--- src/rtl/mfu_tx_pkg.sv ---
package mfu_tx_pkg;

  localparam int WORD_W  = 9;
  localparam int FRAME_W = WORD_W + 1;

  localparam logic [2:0] FMT_D8  = 3'b001;
  localparam logic [2:0] FMT_D7P = 3'b011;
  localparam logic [2:0] FMT_D9  = 3'b100;
  localparam logic [2:0] FMT_D8W = 3'b101;
  localparam logic [2:0] FMT_D8P = 3'b111;

  // number of bits following the start bit
  function automatic logic [3:0] payload_len(input logic [2:0] fmt);
    case (fmt)
      FMT_D9, FMT_D8W, FMT_D8P: return 4'd9;
      default:                  return 4'd8;
    endcase
  endfunction

  // payload bits, LSB first on the line
  function automatic logic [WORD_W-1:0] payload_bits(input logic [2:0] fmt,
                                                     input logic [WORD_W-1:0] w,
                                                     input logic odd);
    logic [WORD_W-1:0] r;
    case (fmt)
      FMT_D7P:         r = {1'b0, (odd ? ~(^w[6:0]) : (^w[6:0])), w[6:0]};
      FMT_D8P:         r = {(odd ? ~(^w[7:0]) : (^w[7:0])), w[7:0]};
      FMT_D9, FMT_D8W: r = w;
      default:         r = {1'b0, w[7:0]};
    endcase
    return r;
  endfunction

  // stop period in oversample ticks: half-bit steps
  function automatic int stop_ticks(input logic [1:0] sel, input int tpb);
    return (int'(sel) + 1) * (tpb / 2);
  endfunction

endpackage

--- src/rtl/mfu_tx_fifo.sv ---
module mfu_tx_fifo #(
  parameter int DEPTH = 16,
  parameter int W     = 9
) (
  input  logic         clk,
  input  logic         rst_n,
  input  logic         flush,
  input  logic         push,
  input  logic         pop,
  input  logic [W-1:0] wdata,
  output logic [W-1:0] rdata,
  output logic         empty,
  output logic         half_empty,
  output logic         full
);
  localparam int AW = $clog2(DEPTH);
  localparam int CW = AW + 1;

  logic [W-1:0]  mem [DEPTH];
  logic [AW-1:0] wp, rp;
  logic [CW-1:0] cnt;
  logic          accept, take;

  assign accept = push && !full && !flush;
  assign take   = pop && !empty && !flush;

  always_ff @(posedge clk) begin
    if (!rst_n || flush) begin
      wp  <= '0;
      rp  <= '0;
      cnt <= '0;
    end else begin
      if (accept) wp <= (wp == AW'(DEPTH - 1)) ? '0 : wp + 1'b1;
      if (take)   rp <= (rp == AW'(DEPTH - 1)) ? '0 : rp + 1'b1;
      cnt <= cnt + CW'(accept) - CW'(take);
    end
  end

  always_ff @(posedge clk) begin
    if (accept) mem[wp] <= wdata;
  end

  assign rdata      = mem[rp];
  assign empty      = (cnt == '0);
  assign full       = (cnt == CW'(DEPTH));
  assign half_empty = (cnt <= CW'(DEPTH / 2));

endmodule

--- src/rtl/mfu_tx_shifter.sv ---
module mfu_tx_shifter
  import mfu_tx_pkg::*;
#(
  parameter int TPB = 16
) (
  input  logic              clk,
  input  logic              rst_n,
  input  logic              tick,
  input  logic              run,
  input  logic              cts_block,
  input  logic              have_data,
  input  logic [WORD_W-1:0] word,
  input  logic [2:0]        fmt,
  input  logic [1:0]        stop_sel,
  input  logic              odd,
  output logic              load,
  output logic              busy,
  output logic              txd
);
  localparam int TW = $clog2(TPB);
  localparam int SW = $clog2(2 * TPB + 1);

  typedef enum logic [1:0] {S_IDLE, S_BITS, S_STOP} st_t;

  st_t                st;
  logic [FRAME_W-1:0] shreg;
  logic [TW-1:0]      tcnt;
  logic [3:0]         bits_left;
  logic [SW-1:0]      stop_left;
  logic               tk, boundary;

  assign tk       = tick && run;
  assign boundary = (st == S_IDLE) || (st == S_STOP && stop_left == SW'(1));
  assign load     = tk && boundary && have_data && !cts_block;

  always_ff @(posedge clk) begin
    if (!rst_n) begin
      st        <= S_IDLE;
      shreg     <= '1;
      tcnt      <= '0;
      bits_left <= '0;
      stop_left <= '0;
    end else if (load) begin
      shreg     <= {payload_bits(fmt, word, odd), 1'b0};
      bits_left <= payload_len(fmt) + 4'd1;
      tcnt      <= '0;
      st        <= S_BITS;
    end else if (tk) begin
      unique case (st)
        S_BITS: begin
          if (tcnt == TW'(TPB - 1)) begin
            tcnt      <= '0;
            shreg     <= {1'b1, shreg[FRAME_W-1:1]};
            bits_left <= bits_left - 4'd1;
            if (bits_left == 4'd1) begin
              st        <= S_STOP;
              stop_left <= SW'(stop_ticks(stop_sel, TPB));
            end
          end else begin
            tcnt <= tcnt + 1'b1;
          end
        end
        S_STOP: begin
          if (stop_left == SW'(1)) st <= S_IDLE;
          else stop_left <= stop_left - 1'b1;
        end
        default: st <= S_IDLE;
      endcase
    end
  end

  assign busy = (st != S_IDLE);
  assign txd  = (st == S_BITS) ? shreg[0] : 1'b1;

endmodule

--- src/rtl/mfu_uart_tx.sv ---
module mfu_uart_tx
  import mfu_tx_pkg::*;
#(
  parameter int DEPTH = 16,
  parameter int TPB   = 16
) (
  input  logic              clk,
  input  logic              rst_n,
  input  logic              tick,
  input  logic              run,
  input  logic              wr_en,
  input  logic [WORD_W-1:0] wr_data,
  input  logic [2:0]        fmt,
  input  logic [1:0]        stop_sel,
  input  logic              odd_par,
  input  logic              cts_en,
  input  logic              cts_n,
  input  logic              fifo_flush,
  output logic              txd,
  output logic              fifo_empty,
  output logic              fifo_half_empty,
  output logic              fifo_full
);
  logic [WORD_W-1:0] head;
  logic              load_evt;
  logic              busy;
  logic              cts_block;

  assign cts_block = cts_en && cts_n;

  mfu_tx_fifo #(.DEPTH(DEPTH), .W(WORD_W)) u_fifo (
    .clk        (clk),
    .rst_n      (rst_n),
    .flush      (fifo_flush),
    .push       (wr_en),
    .pop        (load_evt),
    .wdata      (wr_data),
    .rdata      (head),
    .empty      (fifo_empty),
    .half_empty (fifo_half_empty),
    .full       (fifo_full)
  );

  mfu_tx_shifter #(.TPB(TPB)) u_shift (
    .clk       (clk),
    .rst_n     (rst_n),
    .tick      (tick),
    .run       (run),
    .cts_block (cts_block),
    .have_data (!fifo_empty && !fifo_flush),
    .word      (head),
    .fmt       (fmt),
    .stop_sel  (stop_sel),
    .odd       (odd_par),
    .load      (load_evt),
    .busy      (busy),
    .txd       (txd)
  );

endmodule

--- config.mk ---
export PLATFORM = sky130hd
export DESIGN_NAME = mfu_uart_tx
export DESIGN_NICKNAME = d
export VERILOG_FILES = /design/src/rtl/mfu_tx_pkg.sv /design/src/rtl/mfu_tx_fifo.sv /design/src/rtl/mfu_tx_shifter.sv /design/src/rtl/mfu_uart_tx.sv
export SDC_FILE = /design/constraint.sdc
export NUM_CORES = 1
export LEC_CHECK = 0
export ABC_CLOCK_PERIOD_IN_PS = 4200
export CORE_UTILIZATION = 30
export DETAILED_ROUTE_END_ITERATION = 7
export DONT_BUFFER_PORTS = 1
export GPL_ROUTABILITY_DRIVEN = 0
export PLACE_DENSITY = 0.49
export SYNTH_ARGS = -nofsm -noshare
export SYNTH_HDL_FRONTEND = slang
export SYNTH_SLANG_ARGS = --single-unit
--- constraint.sdc ---
create_clock -name clk -period 4.2 [get_ports clk]
set_input_delay 0.42 -clock clk [delete_from_list [all_inputs] [get_ports clk]]
set_output_delay 0.42 -clock clk [all_outputs]
set_load 0.02 [all_outputs]
### After elaboration in Yosys (flattened, before gate mapping)

Memories as Yosys holds them, arrays and structs flattened. A register that Yosys moved wholly into a read port is not among the register bits.
Cells that the tools add are included.

| operators by class | value |
|---|---|
| add/sub/neg operators | 9 |
| bitwise operators | 4 |
| $lt $le $gt $ge | 1 |
| muxes and demuxes | 32 |
| equal/unequal tests | 19 |
| reductions and logical operators | 34 |

Operator list:

| cell | number |
|---|---|
| $mux 4 | 11 |
| $mux 10 | 4 |
| $pmux 9 s3 | 1 |
| $mux 6 | 3 |
| $add 4x1->4 const B | 4 |
| $eq 4x4->1 const B | 3 |
| $pmux 6 s2 | 1 |
| $logic_and 1x1->1 | 11 |
| $eq 3x3->1 const B | 3 |
| $mux 1 | 8 |
| $reduce_and 4->1 | 2 |
| $reduce_bool 2->1 | 4 |
| $reduce_xor 8->1 | 1 |
| $reduce_xor 7->1 | 1 |
| $eq 6x1->1 const B | 1 |
| $mux 2 | 3 |
| $ne 3x2->1 const B | 2 |
| $reduce_and 6->1 | 1 |
| $sub 6x1->6 const B | 1 |
| $add 5x1->5 | 1 |
| $eq 5x5->1 const B | 1 |
| $le 5x4->1 const B | 1 |
| $logic_not 1->1 | 5 |
| $logic_not 5->1 | 1 |
| other kinds (18) | 25 |

| storage, ports and cells | value |
|---|---|
| bits in writable memories | 144 |
| register bits after elaboration | 39 |
| memories kept | 1 |
| word-level logic and storage cells | 109 |

Memories:

| name | words | width | read ports | clocked after Yosys merged registers in | wr ports | RTL line | RTL |
|---|---|---|---|---|---|---|---|
| u_fifo.mem | 16 | 9 | 1 | 1 | 1 | mfu_tx_fifo.sv:19 | `logic [W-1:0] mem [DEPTH];` |

### Logic depth before layout (Yosys ltp)

| logic depth | value |
|---|---|
| depth after elaboration | 10 |
| gate-level depth with buffers | 15 |

### Hierarchy

From an unflattened synthesis, not the netlist that was laid out.

| second synthesis, totals | value |
|---|---|
| cell total of the unflattened synthesis | 512 |
| area total of the unflattened synthesis | 8,022.7 µm² |

By module, submodules not included:

| module | area an instance (µm²) | seq. area each (µm²) | cells each | times used |
|---|---|---|---|---|
| mfu_tx_fifo | 6,538.8 | 4,664.5 | 339 | 1 |
| mfu_tx_shifter | 1,473.9 | 520.5 | 171 | 1 |
| mfu_uart_tx | 10.0 | 0.0 | 2 | 1 |

### Worst setup path before layout

Ideal clock, no wire load.

| timing | value |
|---|---|
| path type | reg-to-reg |
| start | reg u_shift.st[0] |
| end | reg u_fifo.cnt[4] |
| data arrival time | 2.880 ns |
| cell stages (with the launch flop) | 16 |
| buffers on the path | 1 |
| slack | 1.250 ns |
| clock period less this slack | 2.950 ns |
| data required time | 4.130 ns |
| cell sequence | dfxtp_1 -> inv_1 -> ha_1 -> nand3_1 -> nor3_1 -> o2111ai_1 -> inv_1 -> clkbuf_1 -> ha_1 -> inv_1 -> ha_1 -> fa_1 -> a21oi_1 -> nor2_1 -> or3_1 -> a21oi_1 |

| on the way | value |
|---|---|
| longest elaborated chain between the ends | 9 |
| elaborated cells on any way between the ends | 10 |

RTL lines:

| element | RTL line | RTL |
|---|---|---|
| start, declared | mfu_tx_shifter.sv:25 | `st_t st;` |
| start signal, assigned | mfu_tx_shifter.sv:38 | `st <= S_IDLE;` |
| start signal, assigned | mfu_tx_shifter.sv:47 | `st <= S_BITS;` |
| start signal, assigned | mfu_tx_shifter.sv:56 | `st <= S_STOP;` |
| $eq 2x2->1 | mfu_tx_shifter.sv:33 | `assign boundary = (st == S_IDLE) \|\| (st == S_STOP && stop_left == SW'(1));` |
| $logic_and 1x1->1 | mfu_tx_shifter.sv:33 |  |
| $logic_or 1x1->1 * | mfu_tx_shifter.sv:33 |  |
| $logic_and 1x1->1 * (3 in series) | mfu_tx_shifter.sv:34 | `assign load = tk && boundary && have_data && !cts_block;` |
| $logic_and 1x1->1 * (2 in series) | mfu_tx_fifo.sv:25 | `assign take = pop && !empty && !flush;` |
| $sub 5x1->5 * | mfu_tx_fifo.sv:35 | `cnt <= cnt + CW'(accept) - CW'(take);` |
| end signal, assigned | mfu_tx_fifo.sv:35 |  |
| end, declared | mfu_tx_fifo.sv:21 | `logic [CW-1:0] cnt;` |

Every way passes the cells marked *; elsewhere a longest branch is shown, timed or not.
A chain may end at the register's enable or synchronous reset.

### Worst setup path after layout

Same ends and word-level chain as after synthesis.

==> flow_summary.ini <==
[status]
status = finished clean

[critical_path]
crit_chain = inv_1 > ha_1 > nand3_1 > nor3_1 > o2111ai_1 > inv_1 > ha_1 > inv_1 > ha_1 > fa_1 > a21oi_1 > nor2_1 > or3_1 > a21oi_1
start_kind = flop
critPathBufInv = 3
worstSetupEndpointType = flop
crit_type = flop to flop
crit_fanout = 14
required_ns = 4.56
critPathTopFamily = adder cells
critPathSlowestCell = ha_1
crit_arrival_ns = 3.55
slowest_delay_ns = 0.41

[cells_and_area]
multi_input_area_sq_um = 2459
nFillCells = 2412
drive_gt1_share_pct = 16.13
antenna_cells = 0
num-nets-final = 592
final_cell_count_no_fill = 888
seq_area_sq_um = 5186
postLayoutCoreUtil_pct = 34.86
area_growth_pct = 12.94

[grt]
antenna_found_initial = 0
grt_use_total_pct = 12.83
grt.overflow.total = 0
grt_max_degree = 37
first_global_vias = 4315
grt_pass1_wl_um = 25060

[floorplan]
die_y_um = 163.6
die_w_um = 163.6
io_pins = 27
die_area_sq_um = 26780
core_sq_um = 25400
start_util_pct = 30.86
fp-row-count = 58

[placement]
dp_hpwl_um = 10700
portBuffers = 0
dpl_worst_slack_ns = 1.005
place_inst = 857

[clock_tree]
clk_latency_ns = 0.43
cts_num_sinks = 187
postCtsHoldBufs = 0
cts-root-buf = clkbuf_16
cts.clk_slew.worst_paths_ns = 0.07
cts_resized = 0
clockBufferDepth = 2
cts_made_buffers = 17
post_cts_buffers = 0
cts_tree = built
h-tree-depth = 4

[logic_synthesis]
ys_types = 45
avgSynthCellArea_sq_um = 14.76
ys_async_sr_fraction_pct = 0
syn-cell-area_sq_um = 7839
ys_seq_elements = 187
synth_top_area_share_pct = 55.16
synth_nets = 577
seq_area_frac_synth_pct = 66.15
synth_top_cell_by_area = edfxtp_1
synthFlopType = edfxtp_1
synth_cells = 531
yosys_warnings = 0
synth_enable_flop_cells = 144
synthTopCellsByArea = edfxtp_1 55%, dfxtp_1 11%, mux4_2 11%

[timing]
fin_crit_sh_pct = 75.99
relSlewSlack_pct = 38.62
worst_slew_pin_slew_ns = 0.9173
rsz0062_at_grt = no
skew_ns = 0.007592
max_clock_freq_mhz = 313.3
finalSetupViolCount = 0
finalSetupTns_ns = 0
slew_violations = 0
setup_slack_ns = 1.009
fin_crit_ns = 3.191
finalHoldViolations = 0

[routing]
drtPass1Iterations = 4
vias_per_cell = 4.849
drtAntennaViolNets = 0
wirelength_um = 15930
num_vias = 4306
remaining_drc_errors = 0
wl_per_cell_um = 17.94
drt_iter0_markers = 295

[worst_hold_path]
hold_path.class = input pin to flop

[run]
maxCapViolCount = 0

[power]
power_leakage_nw = 2.851
power_density_nw_per_um2 = 408.5
ir_worst_vdd_v = 0.0002997
==> final cells by class <==
type,count,area share [%]
sequential,187,58.58
multi-input combinational,300,27.77
clock buffer,17,4.805
tap,330,4.664
timing repair buffer,19,1.752
clock inverter,14,1.540
inverter,21,0.8903
==> worst paths after layout <==
check,cells after the start,slack (ns),from,endpoint
worst max-delay path,14,1.01,u_shift.st[0],u_fifo.cnt[4]
worst min-delay path,1,0.05,rst_n,u_shift.shreg[3]
worst max register to register,14,1.01,u_shift.st[0],u_fifo.cnt[4]
worst min register to register,2,0.51,u_shift.tcnt[3],u_shift.tcnt[3]
==> cell usage in the layout, fill, tap and decap left out, types with 2 or more instances in the layout <==
cell        count
mux4_2         38
inv_1          21
nor2_1         35
dfxtp_1        42
clkinv_8        2
nand2b_1        8
nand3_1        14
o31ai_1         2
a21o_1          3
a21oi_1        15
nor3_1          6
clkbuf_16      17
and3_1          4
inv_8           4
a21boi_0        4
and2_1          3
clkinvlp_4      5
a22oi_1        17
mux2i_1         5
edfxtp_1      144
nor2b_1         7
buf_4          18
nand2_1        63
xor2_1          5
o21ai_0        16
xnor2_1        11
ha_1           22
or3_1           5
==> where the power goes <==
group / leakage [nW] / total [mW] / switching [mW] / internal [mW]
Sequential: 1.64 / 2.00 / 0.00501 / 2.00
Clock: 0.258 / 1.52 / 0.739 / 0.779
Combinational: 0.948 / 0.0947 / 0.0535 / 0.0412
Total: 2.85 / 3.62 / 0.798 / 2.82
==> per-layer routing <==
metal | wire length [um] | GRT usage, %
met2 | 7826 | 21.24
met4 | 250 | 4.588
met1 | 7337 | 16.71
met5 | 0 | 0
met3 | 512 | 2.438
==> kinds of logic (layout without fill, tap and decap cells) <==
family	after synthesis	after routing	share of synthesized area, %
DFF	187	187	66.15
and+or+nand+nor	152	152	8.795
adders and majority gates	23	23	3.767
xor gates and xnor gates	16	16	1.788
muxes	43	43	11.56
buffers and inverters	44	71	2.490
AOI/OAI and AO/OA	66	66	5.459
==> cell usage after synthesis, types with 2 or more instances <==
cell type / instances
a21boi_0: 4
a21o_1: 3
a21oi_1: 15
a22oi_1: 17
and2_1: 3
and3_1: 4
buf_1: 2
buf_2: 3
buf_6: 3
clkbuf_1: 14
dfxtp_1: 43
edfxtp_1: 144
ha_1: 22
inv_1: 21
mux2i_1: 5
mux4_2: 38
nand2_1: 63
nand2b_1: 8
nand3_1: 14
nor2_1: 35
nor2b_1: 7
nor3_1: 6
o21ai_0: 16
o31ai_1: 2
or3_1: 5
xnor2_1: 11
xor2_1: 5
==> registers in the layout, indices dropped and copies added (netlist names), named ones only <==
signal	count
u_shift.stop_left	6
u_shift.tcnt	4
u_shift.bits_left	4
u_shift.st	2
u_shift.shreg	10
u_fifo.mem	144
u_fifo.cnt	5
u_fifo.rp	4
u_fifo.wp	4
==> through the flow <==
stage,power [mW],cell area [sq um],hold slack [ns]
global placement,2.139,8292,0.4750
CTS,3.656,8853,0.02874
global route,3.729,8853,0.03120
floorplan,2.121,7839,0.4539
finish,3.616,8853,0.04742
detailed placement,2.142,8292,0.4896
Power figures use the tool's default switching activity.
